**config.mk**
```make
export PLATFORM = sky130hd
export DESIGN_NAME = quad_clk_rst_gen
export DESIGN_NICKNAME = d
export VERILOG_FILES = /design/src/rtl/qcr_pkg.sv /design/src/rtl/qcr_phase_gen.sv /design/src/rtl/qcr_debounce.sv /design/src/rtl/qcr_watchdog.sv /design/src/rtl/qcr_hold.sv /design/src/rtl/quad_clk_rst_gen.sv
export SDC_FILE = /design/constraint.sdc
export NUM_CORES = 1
export LEC_CHECK = 0
export BUFFER_PORTS_ARGS = -buffer_cell sky130_fd_sc_hd__buf_2
export CAP_MARGIN = 0
export CORE_UTILIZATION = 46
export DETAILED_ROUTE_END_ITERATION = 8
export HOLD_SLACK_MARGIN = 0.03
export RECOVER_POWER = 50
export SYNTH_ARGS = -nofsm -noshare
export SYNTH_HDL_FRONTEND = slang
export SYNTH_SLANG_ARGS = --single-unit
export TNS_END_PERCENT = 1
```
**constraint.sdc**
```tcl
create_clock -name osc_clk -period 2.7 [get_ports osc_clk]
set_clock_uncertainty 0.1 [all_clocks]
set_input_delay 0.27 -clock osc_clk [delete_from_list [all_inputs] [get_ports osc_clk]]
set_output_delay 0.27 -clock osc_clk [all_outputs]
set_load 0.01 [all_outputs]
```
**src/rtl/qcr_pkg.sv**
```systemverilog
package qcr_pkg;
  localparam int unsigned DEFAULT_SYNC = 2;

  function automatic int unsigned cnt_width(input int unsigned limit);
    return (limit < 2) ? 1 : $clog2(limit + 1);
  endfunction
endpackage

```
**src/rtl/qcr_phase_gen.sv**
```systemverilog
module qcr_phase_gen (
  input  logic osc_clk,
  input  logic rst,
  output logic q0,
  output logic q1
);
  always_ff @(posedge osc_clk) begin
    if (rst) q0 <= 1'b0;
    else     q0 <= ~q0;
  end

  always_ff @(negedge osc_clk) begin
    if (rst) q1 <= 1'b0;
    else     q1 <= q0;
  end
endmodule

```
**src/rtl/qcr_debounce.sv**
```systemverilog
module qcr_debounce #(
  parameter int unsigned DEB_CYC = 16,
  parameter int unsigned SYNC    = qcr_pkg::DEFAULT_SYNC
) (
  input  logic osc_clk,
  input  logic rst,
  input  logic raw_n,
  output logic pressed
);
  localparam int unsigned CW = qcr_pkg::cnt_width(DEB_CYC);
  localparam logic [CW-1:0] LAST = CW'(DEB_CYC - 1);

  logic [SYNC-1:0] sync_sh;
  logic            level;
  logic [CW-1:0]   cnt;

  always_ff @(posedge osc_clk) begin
    if (rst) sync_sh <= '1;
    else     sync_sh <= {sync_sh[SYNC-2:0], raw_n};
  end

  always_ff @(posedge osc_clk) begin
    if (rst) begin
      level <= 1'b1;
      cnt   <= '0;
    end else if (sync_sh[SYNC-1] == level) begin
      cnt <= '0;
    end else if (cnt == LAST) begin
      level <= sync_sh[SYNC-1];
      cnt   <= '0;
    end else begin
      cnt <= cnt + 1'b1;
    end
  end

  assign pressed = ~level;
endmodule

```
**src/rtl/qcr_watchdog.sv**
```systemverilog
module qcr_watchdog #(
  parameter int unsigned WDT_CYC = 1024,
  parameter bit          WDT_EN  = 1'b1,
  parameter int unsigned SYNC    = qcr_pkg::DEFAULT_SYNC
) (
  input  logic osc_clk,
  input  logic rst,
  input  logic strobe,
  input  logic sys_in_reset,
  output logic trip
);
  generate
    if (WDT_EN) begin : g_on
      localparam int unsigned CW = qcr_pkg::cnt_width(WDT_CYC);
      localparam logic [CW-1:0] LAST = CW'(WDT_CYC - 1);
      logic [SYNC:0] sync_sh;
      logic [CW-1:0] cnt;
      logic          seen_edge;

      always_ff @(posedge osc_clk) begin
        if (rst) sync_sh <= '0;
        else     sync_sh <= {sync_sh[SYNC-1:0], strobe};
      end

      assign seen_edge = sync_sh[SYNC] ^ sync_sh[SYNC-1];
      assign trip      = (cnt == LAST);

      always_ff @(posedge osc_clk) begin
        if (rst || sys_in_reset || seen_edge || trip) cnt <= '0;
        else                                          cnt <= cnt + 1'b1;
      end
    end else begin : g_off
      logic unused_inputs;
      assign unused_inputs = ^{strobe, sys_in_reset, rst, osc_clk};
      assign trip = 1'b0;
    end
  endgenerate
endmodule

```
**src/rtl/qcr_hold.sv**
```systemverilog
module qcr_hold #(
  parameter int unsigned HOLD_CYC = 4096
) (
  input  logic osc_clk,
  input  logic rst,
  input  logic req,
  input  logic q0,
  output logic rst_n
);
  localparam int unsigned CW = qcr_pkg::cnt_width(HOLD_CYC);
  localparam logic [CW-1:0] FULL = CW'(HOLD_CYC);

  logic [CW-1:0] cnt;
  logic          busy;

  always_ff @(posedge osc_clk) begin
    if (rst || req)    cnt <= FULL;
    else if (cnt != 0) cnt <= cnt - 1'b1;
  end

  assign busy = req | (cnt != 0);

  // q0 low now means this edge raises it: the only edge allowed to move rst_n
  always_ff @(posedge osc_clk) begin
    if (rst)      rst_n <= 1'b0;
    else if (!q0) rst_n <= ~busy;
  end
endmodule

```
**src/rtl/quad_clk_rst_gen.sv**
```systemverilog
module quad_clk_rst_gen #(
  parameter int unsigned HOLD_CYC    = 200000,
  parameter int unsigned DEB_CYC     = 20000,
  parameter int unsigned WDT_CYC     = 400000,
  parameter bit          WDT_EN      = 1'b1,
  parameter int unsigned SYNC_STAGES = qcr_pkg::DEFAULT_SYNC
) (
  input  logic osc_clk,
  input  logic pwr_fail,
  input  logic btn_n,
  input  logic wdt_strobe,
  output logic q0_o,
  output logic q1_o,
  output logic rst_n_o
);
  logic btn_pressed;
  logic wdt_trip;

  qcr_phase_gen u_phase (
    .osc_clk (osc_clk),
    .rst     (pwr_fail),
    .q0      (q0_o),
    .q1      (q1_o)
  );

  qcr_debounce #(.DEB_CYC(DEB_CYC), .SYNC(SYNC_STAGES)) u_btn (
    .osc_clk (osc_clk),
    .rst     (pwr_fail),
    .raw_n   (btn_n),
    .pressed (btn_pressed)
  );

  qcr_watchdog #(.WDT_CYC(WDT_CYC), .WDT_EN(WDT_EN), .SYNC(SYNC_STAGES)) u_wdt (
    .osc_clk      (osc_clk),
    .rst          (pwr_fail),
    .strobe       (wdt_strobe),
    .sys_in_reset (~rst_n_o),
    .trip         (wdt_trip)
  );

  qcr_hold #(.HOLD_CYC(HOLD_CYC)) u_hold (
    .osc_clk (osc_clk),
    .rst     (pwr_fail),
    .req     (btn_pressed | wdt_trip),
    .q0      (q0_o),
    .rst_n   (rst_n_o)
  );
endmodule

```
Word level (Yosys, flattened, before mapping)
Cells that the tools add are included.
- memory bits (writable): 0
- bits in latches: 0
- ROM bits: 0
- logic and storage cells: 30
- register bits: 61
- memories: 0
- input bits: 4
- output and inout port bits: 3
- divide/modulo/power cells: 0
- bitwise operators: 8
- add/subtract/negate cells: 3
- magnitude comparators: 0
- $mul: 0
- reductions and logical operators: 7
- multiplexer cells: 0
- shift operators: 0
- eq/ne operators: 3
- operators with widths (kind ; number):
    $add A19 B1 Y19 const B ; 1
    $eq A19 B19 Y1 const B ; 1
    $reduce_bool A18 Y1 ; 1
    $sub A18 B1 Y18 const B ; 1
    $add A15 B1 Y15 const B ; 1
    $eq A15 B15 Y1 const B ; 1
    $not A1 Y1 ; 5
    $logic_or A1 B1 Y1 ; 4
    $reduce_or A3 Y1 ; 1
    $or A1 B1 Y1 ; 2
    $reduce_and A2 Y1 ; 1
    $eq A1 B1 Y1 ; 1
    $xor A1 B1 Y1 ; 1

Longest topological paths before layout
- depth in word-level cells: 4
- depth in mapped cells: 7
- gate-level depth less buffers: 6

Hierarchy
A second synthesis with hierarchy kept.
- cells, all modules: 314
- area, all modules: 2826.5 sq um
- by module, submodules not included (module ; seq. area each (sq um) ; area an instance (sq um) ; cells each ; times used):
    qcr_watchdog ; 440.4 ; 987.2 ; 107 ; 1
    qcr_hold ; 380.4 ; 967.2 ; 118 ; 1
    qcr_debounce ; 360.3 ; 800.8 ; 82 ; 1
    qcr_phase_gen ; 40.0 ; 61.3 ; 5 ; 1
    quad_clk_rst_gen ; 0.0 ; 10.0 ; 2 ; 1

==> metrics.md <==
| Metric | Value |
|---|---|
| Setup tns final | 0 ps |
| Register area | 1220 um^2 |
| Worst skew pair latency | 340 ps |
| Sequential area share after synthesis | 44.0% |
| Uppermost layer routed | met4 |
| Pwr dens | 599 nW/um^2 |
| CTS H-tree depth | 3 |
| Dpl cell area | roughly 2900 um^2 |
| WP buf/inv | 1 |
| Initial core utilization | 48.9% |
| Fill cells | 529 |
| Max incr delay on CP | approximately 300 ps |
| Ratio of cells with drive above 1 in the final layout | between 7 and 8% |
| Yosys cell types | 44 |
| Wire per inst | 12.7 um |
| Finished Layout Cells | 399 |
| Final Routed Wirelength | 5070 um |
| Area growth syn-to-layout | 9.19% |
| DRC | 0 |
| IO Pins | 7 |
| Post-synth EDFFs | 0 |
| Cell family with most CP delay | flip-flops |
| Placer Congestion | 0.718 |
| GRT Residual Overflow | 0 |
| Die width | 79.7 um |
| Kind of critical path | reg -> out |
| Final core utilization | about 53% |
| Number of setup buffers added after CTS | 0 |
| Core box area | around 5700 um^2 |
| HPWL Detailed | 3430 um |
| # port buffers | 6 |
| Final Hold Fails | 0 |
| Setup crit start kind | register |
| VDD IR max | 0.365 mV |
| DR pass1 iterations | 4 |
| RSZ-0062 raised after global routing | no |
| Post-CTS Hold Fix Bufs | 1 |
| Footprint of the multi-input gates | 1460 um^2 |
| CTS tree | built |
| Pin count of the biggest net entering global routing | 19 |
| M1 WL | 2690 um |
| First-pass GRT wire length | ~8900 um |
| Wire length on met2 | 2150 um |
| Final instance area | 3030 um^2 |
| Tot Pwr | 1.82 mW |
| Die height | between 70 and 80 um |
| Cells after DPL | approximately 380 |
| # setup viols final | 0 |
| Inserted Clock Buffers | 9 |
| Yosys synthesis warning count | 0 |
| Main synth FF type | dfxtp_1 |
| Global Route Usage Sum | 18.4% |
| Pins Over Slew Limit | 0 |
| Setup slack, reg-to-reg | between 300 and 400 ps |
| Via density | 5.43 |
| Vias in the first global route | just over 2,000 |
| Row count | 27 |
| Clock sinks | 61 |
| Die area | about 6400 um^2 |
| Nets@finish | 330 |
| CTS max path bufs | 2 |
| Static Leakage | 0.983 nW |
| CP Data Arrival Time | 2140 ps |
| Nature of the critical path endpoint | output pin |
| Post-route setup slack | 191 ps |
| Mapped Avg Cell Area | 8.93 um^2 |
| Hold WS | between 50 and 60 ps |
| Post-place setup slack | 564 ps |
| Worst Hold Class | in -> reg |
| Syn Inst Count | around 310 |
| Initial antenna violation count | 0 |
| CP Cell Sequence | buf_2 |
| Status | complete, no violations |
| Max_cap viols | 0 |
| # diodes | 0 |
| Final ANT Viol Nets | 0 |
| Netlist Area Pre-Place | between 2000 and 3000 um^2 |
| Synthesized net count | ~320 |
| Reg clk slew, reported paths | 60 ps |
| Ys async rst share | 0% |
| #FFs+latches synth | 61 |
| Wire length on met3 | 124 um |
| Detailed-route via count | roughly 2,200 |
| Crit-path max FO | 1 |
| Post-CTS resize count | 0 |
| Critical Path RT | approximately 2300 ps |
| Worst rel slew slack | 46.9% |
| CP max stage cell | dfxtp_1 |
| Root Buffer | clkbuf_8 |
| Tightest Pin Transition | 796 ps |
| DRT iter0 DRCs | 91 |
[per-layer routing]
layer	track usage [%]	up-vias
li1	-	1154
met1	24.5	981
met2	26.7	23
met3	4.46	9
met4	11.5	0
met5	0	-
[sequential cells by signal (all words and copies together), names as in the netlist]
name,cells
u_hold.cnt,18
u_phase.q1,1
u_btn.level,1
u_hold.rst_n,1
u_btn.sync_sh,2
u_wdt.g_on.cnt,19
u_wdt.g_on.sync_sh,3
u_phase.q0,1
u_btn.cnt,15
[final cells by class]
cell class / instances / share of cell area [%]
timing repair buffer: 9 / 1.44
tap: 72 / 2.97
clock buffer: 10 / 4.21
inverter: 8 / 0.991
sequential: 61 / 40.3
multi-input combinational: 233 / 48.2
clock inverter: 6 / 1.86
[worst reg2reg max path: cells and delay by family, from the launching register on]
family	cells	cell delay [ps]
flops	1	360
compound gates	1	220
fa+ha+maj	1	290
simple gates	3	580
buf+inv	1	630
[where the power goes]
group          internal [mW]  switching, mW
logic                 0.0428         0.0493
clock network          0.418          0.350
registers              0.925         0.0319
total                   1.39          0.431
[synthesized netlist by cell type, types with 6 or more instances]
library cell / count / share of area (%)
dfxtp_1: 61 / 44
nor2_1: 38 / 5.1
nand2_1: 16 / 2.2
o21ai_0: 15 / 2.7
a21oi_1: 14 / 2.5
nand4_1: 13 / 2.9
xnor2_1: 13 / 4.1
xor2_1: 13 / 4.1
nand3_1: 12 / 2.2
or3_1: 12 / 2.7
inv_1: 9 / 1.2
nor3_1: 9 / 1.6
or4_1: 8 / 2.2
nor2b_1: 7 / 1.6
a211oi_1: 6 / 1.6
[cells by family (layout without fill, tap and decap cells)]
kind of cell | after synthesis | in the layout | share of synthesized area, %
buffers and inverters | 17 | 33 | 2.70
muxes | 3 | 3 | 1.08
DFF | 61 | 61 | 44.0
and+or+nand+nor | 150 | 150 | 31.1
AOI/OAI and AO/OA | 51 | 51 | 11.6
xor gates and xnor gates | 26 | 26 | 8.20
adders and majority gates | 3 | 3 | 1.35
[path summary, 6_finish.rpt]
kind	startpoint	end	cells past startpoint
min	wdt_strobe	u_wdt.g_on.sync_sh[0]	2
max	u_phase.q1	q1_o	1
min reg2reg	u_btn.sync_sh[0]	u_btn.sync_sh[1]	1
max reg2reg	u_wdt.g_on.cnt[0]	u_wdt.g_on.cnt[9]	6
[cells in the final DEF, fill, tap and decap left out, types with 6 or more instances in the layout]
cell type and n:
dfxtp_1 61, nor2_1 38, o21ai_0 17, nand2_1 16, a21oi_1 14, nand4_1 13
xor2_1 13, xnor2_1 13, nand3_1 12, or3_1 12, inv_1 9, nor3_1 9
or4_1 9, clkbuf_8 9, nor2b_1 7, a211oi_1 6, clkbuf_1 6
(Power assumes the default switching activity.)
